--- config.mk ---
export PLATFORM = sky130hd
export DESIGN_NAME = crit_line_rdbuf
export DESIGN_NICKNAME = d
export VERILOG_FILES = /design/src/rtl/crb_pkg.sv /design/src/rtl/crb_fill_track.sv /design/src/rtl/crb_beat_store.sv /design/src/rtl/crb_wrap_seq.sv /design/src/rtl/crb_ctrl.sv /design/src/rtl/crit_line_rdbuf.sv
export SDC_FILE = /design/constraint.sdc
export NUM_CORES = 1
export LEC_CHECK = 0
export BUFFER_PORTS_ARGS = -buffer_cell sky130_fd_sc_hd__buf_4
export CORE_ASPECT_RATIO = 1.25
export CORE_MARGIN = 1.5
export CORE_UTILIZATION = 47
export DETAILED_ROUTE_END_ITERATION = 8
export GPL_ROUTABILITY_DRIVEN = 0
export HOLD_SLACK_MARGIN = 0.12
export PLACE_DENSITY = 0.76
export RECOVER_POWER = 25
export SYNTH_ARGS = -nofsm -noshare
export SYNTH_HDL_FRONTEND = slang
export SYNTH_SLANG_ARGS = --single-unit
--- constraint.sdc ---
create_clock -name clk -period 8.7 [get_ports clk]
set_clock_uncertainty 0.1 [all_clocks]
set_input_delay 0.435 -clock clk [delete_from_list [all_inputs] [get_ports clk]]
set_output_delay 0.435 -clock clk [all_outputs]
set_load 0.03 [all_outputs]
--- src/rtl/crb_pkg.sv ---
package crb_pkg;
    typedef enum logic [2:0] {
        ST_IDLE,
        ST_FETCH,
        ST_WAIT_SNOOP,
        ST_DELIVER,
        ST_RETRY_PENDING
    } crb_state_e;
endpackage

--- src/rtl/crb_fill_track.sv ---
// Tracks which beats of the line are held; beats arrive in ascending order
module crb_fill_track #(
    parameter int BEATS = 4,
    parameter int IDX_W = $clog2(BEATS)
) (
    input  logic             clk,
    input  logic             rst_n,
    input  logic             clear,
    input  logic             wr,
    output logic [IDX_W-1:0] next_idx,
    output logic             full
);
    typedef struct packed {
        logic [BEATS-1:0] mask;
    } fill_t;

    fill_t fill_d, fill_q;

    always_comb begin
        next_idx = '0;
        for (int i = BEATS - 1; i >= 0; i--) begin
            if (!fill_q.mask[i]) next_idx = IDX_W'(i);
        end
        full = &fill_q.mask;

        fill_d = fill_q;
        if (clear) begin
            fill_d.mask = '0;
        end else if (wr && !full) begin
            fill_d.mask[next_idx] = 1'b1;
        end
    end

    always_ff @(posedge clk) begin
        if (!rst_n) fill_q <= '0;
        else        fill_q <= fill_d;
    end
endmodule

--- src/rtl/crb_beat_store.sv ---
// One register per beat, written by index, read by index
module crb_beat_store #(
    parameter int BEATS  = 4,
    parameter int IDX_W  = $clog2(BEATS),
    parameter int DATA_W = 64
) (
    input  logic              clk,
    input  logic              rst_n,
    input  logic              wr,
    input  logic [IDX_W-1:0]  widx,
    input  logic [DATA_W-1:0] wdata,
    input  logic [IDX_W-1:0]  ridx,
    output logic [DATA_W-1:0] rdata
);
    logic [DATA_W-1:0] slot_q [BEATS];

    for (genvar g = 0; g < BEATS; g++) begin : g_slot
        logic [DATA_W-1:0] slot_d;

        always_comb begin
            slot_d = slot_q[g];
            if (wr && (widx == IDX_W'(g))) slot_d = wdata;
        end

        always_ff @(posedge clk) begin
            if (!rst_n) slot_q[g] <= '0;
            else        slot_q[g] <= slot_d;
        end
    end

    assign rdata = slot_q[ridx];
endmodule

--- src/rtl/crb_wrap_seq.sv ---
// Steps the delivery offset; read index wraps from the critical beat
module crb_wrap_seq #(
    parameter int BEATS = 4,
    parameter int IDX_W = $clog2(BEATS)
) (
    input  logic             clk,
    input  logic             rst_n,
    input  logic             run,
    input  logic             adv,
    input  logic [IDX_W-1:0] crit,
    output logic [IDX_W-1:0] ridx,
    output logic             last
);
    typedef struct packed {
        logic [IDX_W-1:0] ofs;
    } seq_t;

    seq_t seq_d, seq_q;

    always_comb begin
        seq_d = seq_q;
        if (!run)     seq_d.ofs = '0;
        else if (adv) seq_d.ofs = seq_q.ofs + 1'b1;
        ridx = crit + seq_q.ofs;
        last = (seq_q.ofs == IDX_W'(BEATS - 1));
    end

    always_ff @(posedge clk) begin
        if (!rst_n) seq_q <= '0;
        else        seq_q <= seq_d;
    end
endmodule

--- src/rtl/crb_ctrl.sv ---
// Transaction control: fetch, retry on disconnect, snoop hold, delivery
module crb_ctrl
    import crb_pkg::*;
#(
    parameter int ADDR_W  = 32,
    parameter int IDX_W   = 2,
    parameter int BOFF    = 3,
    localparam int LINE_LSB = BOFF + IDX_W
) (
    input  logic                     clk,
    input  logic                     rst_n,
    input  logic                     cpu_req,
    input  logic [ADDR_W-1:0]        cpu_addr,
    input  logic                     full,
    input  logic                     pci_dvalid,
    input  logic                     pci_disc,
    input  logic                     pci_lm_access,
    input  logic                     snoop_busy,
    input  logic                     done,
    output crb_state_e               state,
    output logic [ADDR_W-LINE_LSB-1:0] line,
    output logic [IDX_W-1:0]         crit,
    output logic                     aack,
    output logic                     retry
);
    typedef struct packed {
        crb_state_e        state;
        logic [ADDR_W-1:0] addr;
        logic              broken;
        logic              aack;
        logic              retry;
    } ctrl_t;

    ctrl_t c_d, c_q;

    always_comb begin
        c_d       = c_q;
        c_d.aack  = 1'b0;
        c_d.retry = 1'b0;

        if (pci_disc)        c_d.broken = 1'b1;
        else if (pci_dvalid) c_d.broken = 1'b0;

        unique case (c_q.state)
            ST_IDLE: begin
                c_d.broken = 1'b0;
                if (cpu_req) begin
                    c_d.addr  = cpu_addr;
                    c_d.state = ST_FETCH;
                end
            end
            ST_FETCH: begin
                if (full) begin
                    c_d.state = ST_WAIT_SNOOP;
                end else if (c_q.broken && pci_lm_access) begin
                    c_d.retry = 1'b1;
                    c_d.state = ST_RETRY_PENDING;
                end
            end
            ST_RETRY_PENDING: begin
                if (!c_q.retry && cpu_req && (cpu_addr == c_q.addr)) begin
                    c_d.broken = 1'b0;
                    c_d.state  = full ? ST_WAIT_SNOOP : ST_FETCH;
                end
            end
            ST_WAIT_SNOOP: begin
                if (!snoop_busy) begin
                    c_d.aack  = 1'b1;
                    c_d.state = ST_DELIVER;
                end
            end
            ST_DELIVER: begin
                if (done) c_d.state = ST_IDLE;
            end
            default: c_d.state = ST_IDLE;
        endcase
    end

    always_ff @(posedge clk) begin
        if (!rst_n) begin
            c_q       <= '0;
            c_q.state <= ST_IDLE;
        end else begin
            c_q <= c_d;
        end
    end

    assign state = c_q.state;
    assign line  = c_q.addr[ADDR_W-1:LINE_LSB];
    assign crit  = c_q.addr[LINE_LSB-1:BOFF];
    assign aack  = c_q.aack;
    assign retry = c_q.retry;
endmodule

--- src/rtl/crit_line_rdbuf.sv ---
module crit_line_rdbuf
    import crb_pkg::*;
#(
    parameter int ADDR_W = 32,
    parameter int DATA_W = 64,
    parameter int BEATS  = 4,
    localparam int IDX_W    = $clog2(BEATS),
    localparam int BOFF     = $clog2(DATA_W / 8),
    localparam int LINE_LSB = BOFF + IDX_W
) (
    input  logic              clk,
    input  logic              rst_n,
    input  logic              cpu_req,
    input  logic [ADDR_W-1:0] cpu_addr,
    output logic              cpu_aack,
    output logic              cpu_retry,
    output logic              cpu_dvalid,
    input  logic              cpu_dready,
    output logic [DATA_W-1:0] cpu_data,
    output logic              cpu_dlast,
    output logic              pci_req,
    output logic [ADDR_W-1:0] pci_addr,
    output logic [IDX_W-1:0]  pci_beat,
    input  logic              pci_dvalid,
    input  logic [DATA_W-1:0] pci_data,
    input  logic              pci_disc,
    input  logic              pci_lm_access,
    input  logic              snoop_busy,
    output logic              lm_wr_retry
);
    crb_state_e                 state;
    logic [ADDR_W-LINE_LSB-1:0] line;
    logic [IDX_W-1:0]           crit;
    logic [IDX_W-1:0]           next_idx;
    logic [IDX_W-1:0]           ridx;
    logic                       full, last, wr, done, fetching;

    assign fetching    = (state == ST_FETCH) || (state == ST_RETRY_PENDING);
    assign pci_req     = fetching && !full;
    assign wr          = pci_req && pci_dvalid;
    assign pci_beat    = next_idx;
    assign pci_addr    = {line, next_idx, {BOFF{1'b0}}};
    assign cpu_dvalid  = (state == ST_DELIVER) && !snoop_busy;
    assign cpu_dlast   = cpu_dvalid && last;
    assign done        = cpu_dvalid && cpu_dready && last;
    assign lm_wr_retry = full && (state != ST_IDLE);

    crb_ctrl #(.ADDR_W(ADDR_W), .IDX_W(IDX_W), .BOFF(BOFF)) u_ctrl (
        .clk(clk), .rst_n(rst_n),
        .cpu_req(cpu_req), .cpu_addr(cpu_addr),
        .full(full), .pci_dvalid(pci_dvalid), .pci_disc(pci_disc),
        .pci_lm_access(pci_lm_access), .snoop_busy(snoop_busy), .done(done),
        .state(state), .line(line), .crit(crit),
        .aack(cpu_aack), .retry(cpu_retry)
    );

    crb_fill_track #(.BEATS(BEATS), .IDX_W(IDX_W)) u_fill (
        .clk(clk), .rst_n(rst_n),
        .clear(state == ST_IDLE), .wr(wr),
        .next_idx(next_idx), .full(full)
    );

    crb_beat_store #(.BEATS(BEATS), .IDX_W(IDX_W), .DATA_W(DATA_W)) u_store (
        .clk(clk), .rst_n(rst_n),
        .wr(wr), .widx(next_idx), .wdata(pci_data),
        .ridx(ridx), .rdata(cpu_data)
    );

    crb_wrap_seq #(.BEATS(BEATS), .IDX_W(IDX_W)) u_seq (
        .clk(clk), .rst_n(rst_n),
        .run(state == ST_DELIVER), .adv(cpu_dvalid && cpu_dready),
        .crit(crit), .ridx(ridx), .last(last)
    );
endmodule

# Word-level counts from Yosys, hierarchy flattened
# Memories as Yosys holds them, arrays and structs flattened.
# Cells that the tools add are included.
# classes
n_addsub	2
mul	0
div_mod_pow	0
order_cmp	2
n_eq_ne	18
n_shift	0
n_mux	30
bitwise_logic	7
reduce_logical	34
# op_table
cell	n
$mux 64	8
$mux 35	1
$eq 32x32->1	1
$logic_and 1x1->1	16
$mux 3	5
$pmux 3 s5	1
$reduce_and 2->1	7
$mux 2	5
$mux 1	8
$eq 2x2->1 const B	3
$eq 3x2->1 const B	2
$ne 2x2->1 const B	3
$reduce_and 5->1	1
$ne 1x1->1 const B	4
$or 1x1->1	4
$or 4x4->4	1
$reduce_and 4->1	1
$eq 3x1->1 const B	1
$eq 3x3->1 const B	1
$logic_not 1->1	3
$logic_not 3->1	1
$lt 2x3->1 const B	1
$ne 3x2->1 const B	1
$reduce_bool 3->1	1
12 further kinds	13
# word_totals
ff_bits	44
latchBits	0
ram_bits	256
romBits	0
inputBits	104
output_inout_bits	104
word_cells	101
memories	1
# mem_list
memory	words	word_bits	rd	rd_clocked_by_memory_dff	write_ports	line_no	rtl
u_store.slot_q	4	64	1	0	4	crb_beat_store.sv:15	logic [DATA_W-1:0] slot_q [BEATS];

# Logic depth before layout (Yosys ltp)
# depth
word_depth	9
ltp_mapped	8
depth_no_buf	6

# Cells and area by module
# A second synthesis with hierarchy kept.
# unflattened
hier_cells	938
area_unflattened_um2	13646.8
# modules_own_cells
module	instances	cells_per_inst	area_each_um2	seq_area_each_um2
crb_beat_store	1	629	11126.9	7687.4
crb_ctrl	1	261	2132.0	760.7
crb_fill_track	1	19	155.1	80.1
crit_line_rdbuf	1	18	120.1	0.0
crb_wrap_seq	1	11	112.6	40.0

# Worst setup path after synthesis
# No wires, ideal clock.
# synth_timing
path_kind	reg2reg
from	reg, netlist name u_ctrl.state[0]
to	mem u_store.slot_q[2][0] (enable)
setup_ps	574
arrival_time_ps	5775
required_time_ps	8026
setup_slack_ps	2250
path_stages_with_launch	6
path_buffers	1
period_less_slack_ps	6450
path_cell_list	dfxtp_1 -> buf_6 -> xnor2_2 -> or3b_4 -> or2_2 -> o21ai_0
# synth_lines
element	line_no
to (decl)	crb_beat_store.sv:15

==> flow_summary.toml <==
[clock_network]
tritoncts = "yes"
cts_max_level = 1
clkTransAtPathRegs_ns = 0.06
cts_buffers = 29
cts_max_path_buffers = 3
clk_latency_ns = 0.54
cts_sinks = 300
cts-root-buf = "clkbuf_16"

[setup_path]
worstReg2RegStart = "u_ctrl.state[2]"
cp_cell_sequence = "xnor2_1 > or3b_1 > nor3b_4 > clkbuf_1 > and2_1"
cp-startpoint = "u_ctrl.state[2]"
crit_fanout = 64
r2r_cells = 5
r2r_slack_ns = 4.58
arrival_ns = 4.41
cp_data_required_time_ns = 9.00
critPathCaptureType = "flop"
critPathMaxStageDelay_ns = 2.06
path_class = "reg -> reg"
crit_slowest_cell = "clkbuf_1"
startpoint_type = "flop"
crit_end = "u_store.slot_q[0][4]"
worstReg2RegEnd = "u_store.slot_q[0][4]"

[route]
drc_errors = 0
firstDrtPassIters = 5
wl_per_cell_um = 19.47
via_count = 8220
drt_iter0_markers = 509
viasPerCell = 5.256
final_antenna_net_count = 0
drt_wl_total_mm = 30.46

[timing]
tns_ns = 0
setup_viol = 0
grt_setup_unrepaired = "no"
max_freq_mhz = 242.8
fin_crit_ns = 4.118
timing.final.crit_share = 0.4733
hold_viol_final = 0
slew_headroom = -1.054
worstMarginPinSlew_ns = 3.082
final-max-slew-violation-count = 163

[power]
power.density_mw_per_mm2 = 206.4
internal_power_mw = 2.598
peakVddDrop_uv = 148.1
p_seq_frac = 0.480
p_switching_mw = 0.8810
comb_power_share = 0.157
power_leakage_nw = 6.333
p_sw_frac = 0.2532
clkPwrFrac = 0.362

[grt]
track_usage = 0.2065
grt_max_degree = 65
overflow = 0
antenna_found_initial = 2
grt_pass1_wl_mm = 47.20
grt_pass1_vias = 8585

[yosys]
synth_area_mm2 = 0.01343
syn_avg_cell_area_um2 = 14.55
synth_cell_types = 41
yosys.area_share.simple = 0.1639
synth_compound_area_frac = 0.02646
synth_warnings = 0
synth_top_family_by_area = "simple AND/OR/NAND/NOR gates"
synth_cells = 923
synth_mux_area_frac = 0.1081
synthXorXnorAreaFrac = 0.02404
synth-adder-area-share = 0.001864
ys_seq_elements = 300
synth_seq_area_share = 0.6381

[final_layout]
multi_input_area_mm2 = 0.004420
fin_cells = 1564
fillers = 2149
area_growth_pct = 25.51
drive_above_1_share = 0.2452
mostFrequentLayoutCells = "edfxtp_1, and2_1, buf_4, dlygate4sd3_1, nand2_1"
ff_latch_area_mm2 = 0.008568
final_common_cell = "edfxtp_1"
nets = 1291

[placement]
dp.cells = 1410
portBuffers = 204
post-dp-hpwl_mm = 16.97

[die]
die_w_um = 154.2
io_pins = 208
die-area_mm2 = 0.02960
core_area_mm2 = 0.02823
start_util = 0.4756
rows = 69
die_h_um = 192.0

[worst_hold_path]
hp-class = "in -> reg"
min-delay-start = "pci_dvalid"

[run_status]
outcome = "finished, violations left"
violations = "capacitance limit, slew limit"

[run]
drv_cap = 3
## synthesized netlist by cell type, drive strengths merged
| cell type | number | area [um2] |
|---|---|---|
| o21ai | 8 | 40.04 |
| or3b | 1 | 11.26 |
| ha | 2 | 25.02 |
| nor2 | 14 | 75.07 |
| inv | 4 | 15.01 |
| nand2b | 3 | 18.77 |
| nor3 | 5 | 25.02 |
| nand2 | 72 | 277.8 |
| buf | 51 | 337.8 |
| xnor2 | 34 | 305.3 |
| nand4 | 8 | 50.05 |
| mux2i | 1 | 10.01 |
| nor4b | 1 | 8.760 |
| a21oi | 8 | 40.04 |
| nand3 | 6 | 30.03 |
| nor4 | 2 | 12.51 |
| a32oi | 1 | 8.760 |
| nor2b | 3 | 18.77 |
| nor3b | 3 | 38.79 |
| o211ai | 1 | 7.510 |
| a21boi | 32 | 240.2 |
| mux4 | 64 | 1441 |
| a31o | 1 | 8.760 |
| dfxtp | 44 | 880.8 |
| and2 | 259 | 1620 |
| clkbuf | 33 | 147.6 |
| edfxtp | 256 | 7687 |
| nand3b | 1 | 7.510 |
| a311o | 1 | 10.01 |
| or2 | 1 | 6.260 |
| xor2 | 2 | 17.52 |
| conb | 1 | 3.750 |
## registers in the layout, summed over array words and instances, names as in the netlist
name            flops
u_ctrl.state        3
u_ctrl.line        27
u_seq.seq_q         2
u_ctrl.c_q          4
u_ctrl.aack         1
u_fill.fill_q       4
u_ctrl.crit         2
u_store.slot_q    256
u_ctrl.retry        1
## per-layer routing
layer	GRT usage	wire, um	vias up
met4	0.06012	664	0
met5	0	0	-
met3	0.03926	1958	44
met1	0.2450	11830	4079
li1	-	-	3796
met2	0.3810	16010	301
## cell families (layout without fill, tap and decap cells)
| logic type | after synthesis | in the layout |
|---|---|---|
| simple gates | 379 | 379 |
| flops | 300 | 300 |
| buf+inv | 88 | 370 |
| mux | 65 | 65 |
| compound gates | 52 | 52 |
| xor+xnor | 36 | 36 |
| fa+ha+maj | 2 | 2 |
| other cells | 1 | 5 |
## area by class of cell
| cell class | count | area share |
|---|---|---|
| multi-input combinational | 537 | 0.2623 |
| sequential | 300 | 0.5084 |
| inverter | 4 | 0.0008909 |
| clock inverter | 20 | 0.01195 |
| tap | 355 | 0.02635 |
| clock buffer | 33 | 0.04395 |
| timing repair buffer | 313 | 0.1459 |
| antenna | 2 | 0.0002970 |
## how the worst min path moves through the flow
| stage | to | slack (ns) | depth (start not counted) |
|---|---|---|---|
| 2_1_floorplan | u_ctrl.retry | 0.34 | 2 |
| 3_3_place_gp | u_ctrl.c_q[4] | 0.36 | 2 |
| 3_5_place_dp | u_ctrl.c_q[4] | 0.37 | 2 |
| 4_1_cts | u_ctrl.c_q[2] | 0.15 | 4 |
| 5_1_grt | u_ctrl.c_q[2] | 0.22 | 4 |
| 6_report | u_ctrl.c_q[2] | 0.19 | 4 |
## stage by stage
step | setup slack [ns] | area, um2 | util | total power, mW | hold slack [ns]
6_report | 4.582 | 16850 | 0.5970 | 3.479 | 0.1900
3_5_place_dp | 5.533 | 15070 | 0.5339 | 2.226 | 0.3704
5_1_grt | 4.250 | 16850 | 0.5970 | 3.593 | 0.2211
4_1_cts | 4.956 | 17010 | 0.6024 | 3.509 | 0.1507
2_1_floorplan | 2.250 | 13440 | - | 2.046 | 0.3402
3_3_place_gp | 5.565 | 15070 | 0.5339 | 2.219 | 0.3640
## critical path: cells and delay by family, from the launching register on
family        cells  cell delay, ns
flops             1            0.53
xor+xnor          1            0.17
buf+inv           1            2.06
simple gates      3            1.07
## power by group through the flow
stage | Combinational (mW) | Clock [mW] | Sequential (mW)
floorplan | 0.347 | 0 | 1.70
global placement | 0.520 | 0 | 1.70
detailed placement | 0.523 | 0 | 1.70
finish | 0.548 | 1.26 | 1.67
global route | 0.580 | 1.33 | 1.68
CTS | 0.561 | 1.28 | 1.67
## repair_timing
action / in CTS / in global routing
hold endpoints to repair: 290 / 0
resized for setup: 0 / 0
hold buffers: 99 / 0
setup buffers: 0 / 0
(Power assumes the default switching activity.)
